[config.mk]
export PLATFORM = sky130hd
export DESIGN_NAME = tmr_base
export DESIGN_NICKNAME = d
export VERILOG_FILES = /design/src/rtl/tmr_pkg.sv /design/src/rtl/tmr_edge_sync.sv /design/src/rtl/tmr_prescale.sv /design/src/rtl/tmr_run_ctl.sv /design/src/rtl/tmr_count_core.sv /design/src/rtl/tmr_base.sv
export SDC_FILE = /design/constraint.sdc
export NUM_CORES = 1
export LEC_CHECK = 0
export BUFFER_PORTS_ARGS = -buffer_cell sky130_fd_sc_hd__buf_2
export CAP_MARGIN = 20
export CELL_PAD_IN_SITES_DETAIL_PLACEMENT = 1
export CELL_PAD_IN_SITES_GLOBAL_PLACEMENT = 2
export CORE_ASPECT_RATIO = 1.25
export CORE_MARGIN = 5
export CORE_UTILIZATION = 30
export DETAILED_ROUTE_END_ITERATION = 8
export PLACE_DENSITY_LB_ADDON = 0.08
export SLEW_MARGIN = 25
export SYNTH_ARGS = -nofsm -noshare
export SYNTH_HDL_FRONTEND = slang
export SYNTH_HIERARCHICAL = 1
export SYNTH_SLANG_ARGS = --single-unit
[constraint.sdc]
create_clock -name clk -period 7.35 [get_ports clk]
set_input_delay 1.47 -clock clk [delete_from_list [all_inputs] [get_ports clk]]
set_output_delay 1.47 -clock clk [all_outputs]
set_load 0.005 [all_outputs]
[src/rtl/tmr_pkg.sv]
package tmr_pkg;

   typedef enum logic [1:0] {
      CLK_OFF  = 2'd0,
      CLK_CORE = 2'd1,
      CLK_EXT  = 2'd2,
      CLK_TRIG = 2'd3
   } clk_sel_e;

   typedef struct packed {
      logic start_on_trig;
      logic stop_on_ovf;
      logic reload_on_trig;
      logic pause_on_trig;
   } trig_ctl_t;

endpackage

[src/rtl/tmr_edge_sync.sv]
module tmr_edge_sync #(
   parameter int STAGES = 2
) (
   input  logic clk,
   input  logic rst_n,
   input  logic d_i,
   output logic lvl_o,
   output logic rise_o
);

   initial assert (STAGES >= 0 && STAGES <= 4) else $error("STAGES out of range");

   logic prev_q;

   generate
      if (STAGES == 0) begin : g_direct
         assign lvl_o = d_i;
      end else begin : g_sync
         logic [STAGES-1:0] sr_q;
         always_ff @(posedge clk or negedge rst_n) begin
            if (!rst_n) sr_q[0] <= 1'b0;
            else        sr_q[0] <= d_i;
         end
         for (genvar i = 1; i < STAGES; i++) begin : g_stage
            always_ff @(posedge clk or negedge rst_n) begin
               if (!rst_n) sr_q[i] <= 1'b0;
               else        sr_q[i] <= sr_q[i-1];
            end
         end
         assign lvl_o = sr_q[STAGES-1];
      end
   endgenerate

   always_ff @(posedge clk or negedge rst_n) begin
      if (!rst_n) prev_q <= 1'b0;
      else        prev_q <= lvl_o;
   end

   assign rise_o = lvl_o & ~prev_q;

endmodule

[src/rtl/tmr_prescale.sv]
module tmr_prescale
   import tmr_pkg::*;
#(
   parameter int PSC_W = 3
) (
   input  logic             clk,
   input  logic             rst_n,
   input  logic [PSC_W-1:0] code_i,
   input  clk_sel_e         mode_i,
   input  logic             evt_i,
   input  logic             adv_i,
   input  logic             clr_i,
   output logic             tick_o
);

   localparam int DIV_W = (1 << PSC_W) - 1;

   initial assert (PSC_W >= 1 && PSC_W <= 4) else $error("PSC_W out of range");

   clk_sel_e         mode_q;
   logic [DIV_W-1:0] div_q;
   logic [DIV_W-1:0] mask;
   logic             mode_chg;

   assign mask     = ~({DIV_W{1'b1}} << code_i);
   assign mode_chg = (mode_i != mode_q);
   assign tick_o   = evt_i & adv_i & ~mode_chg & ((div_q & mask) == mask);

   always_ff @(posedge clk or negedge rst_n) begin
      if (!rst_n) begin
         mode_q <= CLK_OFF;
         div_q  <= '0;
      end else begin
         mode_q <= mode_i;
         if (mode_chg || clr_i)  div_q <= '0;
         else if (evt_i && adv_i) div_q <= div_q + DIV_W'(1);
      end
   end

endmodule

[src/rtl/tmr_run_ctl.sv]
module tmr_run_ctl
   import tmr_pkg::*;
(
   input  logic      clk,
   input  logic      rst_n,
   input  logic      enable_i,
   input  trig_ctl_t ctl_i,
   input  logic      trig_lvl_i,
   input  logic      trig_rise_i,
   input  logic      ovf_i,
   output logic      go_o
);

   logic armed_q;
   logic stop_q;

   always_ff @(posedge clk or negedge rst_n) begin
      if (!rst_n) begin
         armed_q <= 1'b0;
         stop_q  <= 1'b0;
      end else if (!enable_i) begin
         armed_q <= 1'b0;
         stop_q  <= 1'b0;
      end else begin
         if (trig_rise_i) armed_q <= 1'b1;
         if (trig_rise_i)                       stop_q <= 1'b0;
         else if (ovf_i && ctl_i.stop_on_ovf)   stop_q <= 1'b1;
      end
   end

   assign go_o = enable_i
               & (~ctl_i.start_on_trig | armed_q)
               & ~(stop_q & ctl_i.stop_on_ovf)
               & ~(ctl_i.pause_on_trig & trig_lvl_i);

endmodule

[src/rtl/tmr_count_core.sv]
module tmr_count_core #(
   parameter int CNT_W = 16
) (
   input  logic             clk,
   input  logic             rst_n,
   input  logic             tick_i,
   input  logic             reload_i,
   input  logic             updown_i,
   input  logic [CNT_W-1:0] modulo_i,
   output logic [CNT_W-1:0] count_o,
   output logic             ovf_o,
   output logic             ovf_top_o
);

   initial assert (CNT_W >= 2 && CNT_W <= 32) else $error("CNT_W out of range");

   logic [CNT_W-1:0] cnt_q, cnt_d;
   logic             up_q, up_d;
   logic             at_top, mod_zero;

   assign at_top   = (cnt_q >= modulo_i);
   assign mod_zero = (modulo_i == '0);

   always_comb begin
      cnt_d     = cnt_q;
      up_d      = up_q;
      ovf_o     = 1'b0;
      ovf_top_o = 1'b0;
      if (reload_i) begin
         cnt_d = '0;
         up_d  = 1'b1;
      end else if (tick_i) begin
         if (!updown_i) begin
            up_d = 1'b1;
            if (at_top) begin
               cnt_d     = '0;
               ovf_o     = 1'b1;
               ovf_top_o = 1'b1;
            end else begin
               cnt_d = cnt_q + CNT_W'(1);
            end
         end else if (up_q) begin
            if (at_top) begin
               ovf_o     = 1'b1;
               ovf_top_o = 1'b1;
               cnt_d     = mod_zero ? '0 : modulo_i - CNT_W'(1);
               up_d      = mod_zero;
            end else begin
               cnt_d = cnt_q + CNT_W'(1);
            end
         end else begin
            if (cnt_q == '0) begin
               ovf_o = 1'b1;
               cnt_d = mod_zero ? '0 : CNT_W'(1);
               up_d  = 1'b1;
            end else begin
               cnt_d = cnt_q - CNT_W'(1);
            end
         end
      end else if (!updown_i) begin
         up_d = 1'b1;
      end
   end

   always_ff @(posedge clk or negedge rst_n) begin
      if (!rst_n) begin
         cnt_q <= '0;
         up_q  <= 1'b1;
      end else begin
         cnt_q <= cnt_d;
         up_q  <= up_d;
      end
   end

   assign count_o = cnt_q;

endmodule

[src/rtl/tmr_base.sv]
module tmr_base
   import tmr_pkg::*;
#(
   parameter int CNT_W           = 16,
   parameter int PSC_W           = 3,
   parameter int EXT_SYNC_STAGES = 2
) (
   input  logic             clk,
   input  logic             rst_n,
   input  logic             ext_clk_i,
   input  logic             trig_i,
   input  logic [PSC_W-1:0] cfg_psc_i,
   input  logic [1:0]       cfg_clksel_i,
   input  logic             cfg_updown_i,
   input  logic             cfg_start_trig_i,
   input  logic             cfg_stop_ovf_i,
   input  logic             cfg_reload_trig_i,
   input  logic             cfg_pause_trig_i,
   input  logic             cfg_trig_inv_i,
   input  logic             cfg_ovf_ie_i,
   input  logic [CNT_W-1:0] modulo_i,
   input  logic             ovf_clr_i,
   output logic [CNT_W-1:0] count_o,
   output logic             ovf_flag_o,
   output logic             ovf_top_o,
   output logic             irq_o
);

   initial assert (EXT_SYNC_STAGES >= 1) else $error("external clock needs a synchroniser");

   clk_sel_e  mode;
   trig_ctl_t ctl;
   logic      trig_lvl, trig_rise, ext_lvl, ext_rise;
   logic      enable, evt, go, tick, reload;
   logic      core_ovf, core_top;
   logic      flag_q, top_q;

   assign mode = clk_sel_e'(cfg_clksel_i);
   assign ctl  = '{start_on_trig:  cfg_start_trig_i,
                   stop_on_ovf:    cfg_stop_ovf_i,
                   reload_on_trig: cfg_reload_trig_i,
                   pause_on_trig:  cfg_pause_trig_i};

   tmr_edge_sync #(.STAGES(0)) u_trig_edge (
      .clk    (clk),
      .rst_n  (rst_n),
      .d_i    (trig_i ^ cfg_trig_inv_i),
      .lvl_o  (trig_lvl),
      .rise_o (trig_rise)
   );

   tmr_edge_sync #(.STAGES(EXT_SYNC_STAGES)) u_ext_edge (
      .clk    (clk),
      .rst_n  (rst_n),
      .d_i    (ext_clk_i),
      .lvl_o  (ext_lvl),
      .rise_o (ext_rise)
   );

   assign enable = (mode != CLK_OFF);
   assign reload = enable & ctl.reload_on_trig & trig_rise;

   always_comb begin
      unique case (mode)
         CLK_CORE: evt = 1'b1;
         CLK_EXT:  evt = ext_rise & ext_lvl;
         CLK_TRIG: evt = trig_rise;
         default:  evt = 1'b0;
      endcase
   end

   tmr_run_ctl u_run (
      .clk         (clk),
      .rst_n       (rst_n),
      .enable_i    (enable),
      .ctl_i       (ctl),
      .trig_lvl_i  (trig_lvl),
      .trig_rise_i (trig_rise),
      .ovf_i       (core_ovf),
      .go_o        (go)
   );

   tmr_prescale #(.PSC_W(PSC_W)) u_psc (
      .clk    (clk),
      .rst_n  (rst_n),
      .code_i (cfg_psc_i),
      .mode_i (mode),
      .evt_i  (evt),
      .adv_i  (go),
      .clr_i  (reload),
      .tick_o (tick)
   );

   tmr_count_core #(.CNT_W(CNT_W)) u_core (
      .clk       (clk),
      .rst_n     (rst_n),
      .tick_i    (tick),
      .reload_i  (reload),
      .updown_i  (cfg_updown_i),
      .modulo_i  (modulo_i),
      .count_o   (count_o),
      .ovf_o     (core_ovf),
      .ovf_top_o (core_top)
   );

   always_ff @(posedge clk or negedge rst_n) begin
      if (!rst_n) begin
         flag_q <= 1'b0;
         top_q  <= 1'b0;
      end else if (core_ovf) begin
         flag_q <= 1'b1;
         top_q  <= core_top;
      end else if (ovf_clr_i) begin
         flag_q <= 1'b0;
      end
   end

   assign ovf_flag_o = flag_q;
   assign ovf_top_o  = top_q;
   assign irq_o      = flag_q & cfg_ovf_ie_i;

endmodule

==> impl_results.md <==
* Unique cell type count in the Yosys netlist at 65
* Detail-routed via count per cell at 5.54
* Vias in the first global route at 3,281
* Setup_tns at 0 ns
* Syn Nets at 446
* Slew @ Worst Pin at 0.812 ns
* Ys flop type: dfrtp_1
* Clock Pin Slew Worst Setup and Hold Paths at 0.06 ns
* 1st-pass router iterations at 4
* Core area at 10,500 um2
* Resized Gates After CTS at 0
* Die Y at 125 um
* Final Wtd Congestion at 0.858
* Period Utilization, post-route at 56.9%
* Worst Hold Depth at 0
* Pre-CTS setup slack at 2.87 ns
* Worst VDD drop at 0.0700 mV
* ANT nets after route at 0
* Fin area at 3700 um2
* Non-filler cells, final at 564
* DRC Markers at 0
* Combinational share of power at 19.5%
* Placed cells at 556
* Hpwl dp at 8570 um
* Hold crit path type: flip-flop to flip-flop
* Clock Path Buffers at 2
* Fin. Hold Viols at 0
* Hold path endpoint: u_ext_edge/lvl_o$_DFF_PN0_
* GR Util All Layers at 17.5%
* H-Tree Depth at 2
* Initial Utilization at 30.4%
* Power Internal at 0.394 mW
* Die X at 102 um
* Setup ws final at 3.17 ns
* Worst Path Required at 7.55 ns
* Flop pwr share at 36.3%
* Diodes inserted at 0
* Worst R2R Path Depth at 8
* Seq/Total Area, Yosys at 26.7%
* Hold slack at 0.347 ns
* CTS tree: yes
* Max-slew violations at 0
* PD cells at 150 nW/um2
* Area contributors post-synth: dfrtp_1 26%, ha_1 8.6%, xnor2_1 6.3%, nor2_1 3.6%, inv_1 3.4%
* Io pins at 52
* Syn Std Cell Area at 3190 um2
* Ys async rst share at 100%
* Clk pwr share at 44.1%
* Initial antenna violation count at 0
* Syn Area/Cell at 8.17 um2
* # rows at 42
* Mapped Cells at 391
* Drt initial violations at 166
* Worst R2R Setup Slack at 4.29 ns
* Slew Limit Headroom at 45.9%
* Synth area leader: dfrtp_1
* Area delta synth->final at 15.9%
* Top-count cell post-synth: dfrtp_1
* Worst setup SP type: input pin
* RSZ-0062 raised after global routing: false
* Synth warnings at 6
* Outcome: completed
* Placed Area at 3540 um2
* Post-cts hold buffer count at 0
* Largest net degree at the start of global routing at 35
* Critical path arrival at 4.37 ns
* Port Buffers at 51
* FF+latch count, synth at 34
* Reg-to-Reg End: ovf_top_o$_DFFE_PN0P_
* Clock sink count at 34
* Remaining global-route overflow at 0
* Die area at 12,800 um2
* Fmax achieved at 239 MHz
* Clk_skew at 0.00757 ns
* Post-CTS Setup Repair Bufs at 0
* Hold Startpoint: u_ext_edge/g_sync.sr_q[0]$_DFF_PN0_
* Leakage at 1.63 nW
* Max-Cap Viols at 0
* Crit Path Class: input pin to flip-flop
* Final setup violation count at 0
* RR Startpoint: u_core/count_o[0]$_DFFE_PN0P_
* Clk Latency, worst-skew pair at 0.29 ns
* DR WL/cell at 19.3 um
* CTS Buf Count at 5
* Drt total wl at 10,900 um
* Share of layout cells above drive strength 1 at 18.1%
* Post-synth EDFFs at 0
* Switching share of power at 29.0%
* Synth top area share at 25.9%
* Worst setup EP type: flip-flop
* Switch Pwr at 0.161 mW
* Min cycle time layout at 4.18 ns
* First-pass GRT wire length at 17,600 um
* Maximum fanout along the worst path at 20
* Synth top cells by count: 33 x dfrtp_1, 31 x nor2_1, 29 x inv_1
* Root buf cell: clkbuf_16
* Via Count at 3,123
* Nets at 486
==> worst max path at each step <==
stage	start	endpoint	cells after the start	slack, ns
2_1_floorplan	cfg_trig_inv_i	u_core/count_o[10]$_DFFE_PN0P_	11	3.71
5_1_grt	cfg_trig_inv_i	u_core/count_o[11]$_DFFE_PN0P_	14	2.83
3_5_place_dp	cfg_trig_inv_i	u_core/count_o[14]$_DFFE_PN0P_	13	2.87
3_3_place_gp	cfg_trig_inv_i	u_core/count_o[13]$_DFFE_PN0P_	13	2.99
4_1_cts	cfg_trig_inv_i	u_core/count_o[14]$_DFFE_PN0P_	13	3.15
6_report	cfg_trig_inv_i	u_core/count_o[14]$_DFFE_PN0P_	13	3.17
==> metal layers <==
layer	global-route usage (%)	up-vias	routed length (um)	share of wire (%)
li1	-	1492	-	-
met1	21.7	1541	4600	42
met2	30.8	73	5580	51
met3	2.23	17	402	3.7
met4	6.10	0	304	2.8
met5	0	-	0	0
==> placed cells by master, fill, tap and decap left out, types with 3 or more instances in the layout <==
master | synthesis | routed
dfrtp_1 | 33 | 33
a21oi_1 | 17 | 17
inv_1 | 29 | 29
and2_1 | 7 | 7
a211oi_1 | 3 | 3
buf_2 | 3 | 51
a211o_1 | 3 | 3
a311oi_1 | 3 | 3
a221oi_1 | 5 | 5
nor4_2 | 3 | 3
nor3_1 | 11 | 11
nor4_1 | 7 | 7
and4_1 | 4 | 4
nor2_1 | 31 | 31
o211ai_2 | 3 | 3
ha_1 | 22 | 22
o21ai_1 | 3 | 3
xor2_1 | 12 | 12
nand2b_1 | 8 | 8
nand2_1 | 27 | 27
clkbuf_16 | 0 | 5
o211ai_1 | 7 | 7
or3_1 | 8 | 8
or2_1 | 3 | 3
and3_1 | 6 | 6
nand4_1 | 13 | 13
o21ai_0 | 20 | 20
xnor2_1 | 23 | 23
nand3_1 | 19 | 19
==> layout make-up <==
type	instances	area, um2
Timing Repair Buffer	52	263
Fill cell	1290	6810
Sequential cell	34	852
Multi-Input combinational cell	309	2150
Tap cell	132	165
Inverter	29	109
Clock inverter	3	40.0
Clock buffer	5	125
==> logic make-up after synthesis <==
| logic type | after synthesis | share of synthesized area [%] |
|---|---|---|
| compound gates | 87 | 19.0 |
| xor+xnor | 35 | 9.60 |
| fa+ha+maj | 22 | 8.62 |
| buf+inv | 48 | 6.46 |
| flops | 34 | 26.7 |
| mux | 4 | 1.33 |
| simple gates | 161 | 28.4 |
==> flip-flops by register name, indices dropped and copies added, names as in the netlist <==
name                    cells
u_psc/mode_q                2
u_core/count_o             16
u_trig_edge/prev_q          1
u_ext_edge/g_sync.sr_q      1
ovf_top_o                   1
u_ext_edge/prev_q           1
ovf_flag_o                  1
u_core/up_q                 1
u_run/stop_q                1
u_psc/div_q                 7
u_ext_edge/lvl_o            1
u_run/armed_q               1
==> power by group through the flow <==
stage | Clock [mW] | Combinational, mW | Sequential [mW]
after floorplan | 0 | 0.0747 | 0.200
after global placement | 0 | 0.110 | 0.206
after detailed placement | 0 | 0.110 | 0.205
after CTS | 0.251 | 0.111 | 0.202
after global routing | 0.256 | 0.121 | 0.204
final | 0.245 | 0.109 | 0.202
==> stage by stage <==
step,power [mW],util (%)
after floorplan,0.275,-
after global placement,0.316,33.7
after detailed placement,0.316,33.7
after CTS,0.564,35.2
after global routing,0.581,35.2
final,0.556,35.2
==> critical path, stage by stage <==
cell,delay (ns)
buf_2,0.10
xor2_1,0.24
nor2b_4,0.22
inv_1,0.05
a31oi_1,0.24
nand2_1,0.17
a2111oi_4,0.29
buf_4,0.27
inv_1,0.14
nor2_1,0.29
nand2_1,0.34
or3_1,0.44
o211ai_1,0.10
Power figures use the tool's default switching activity.
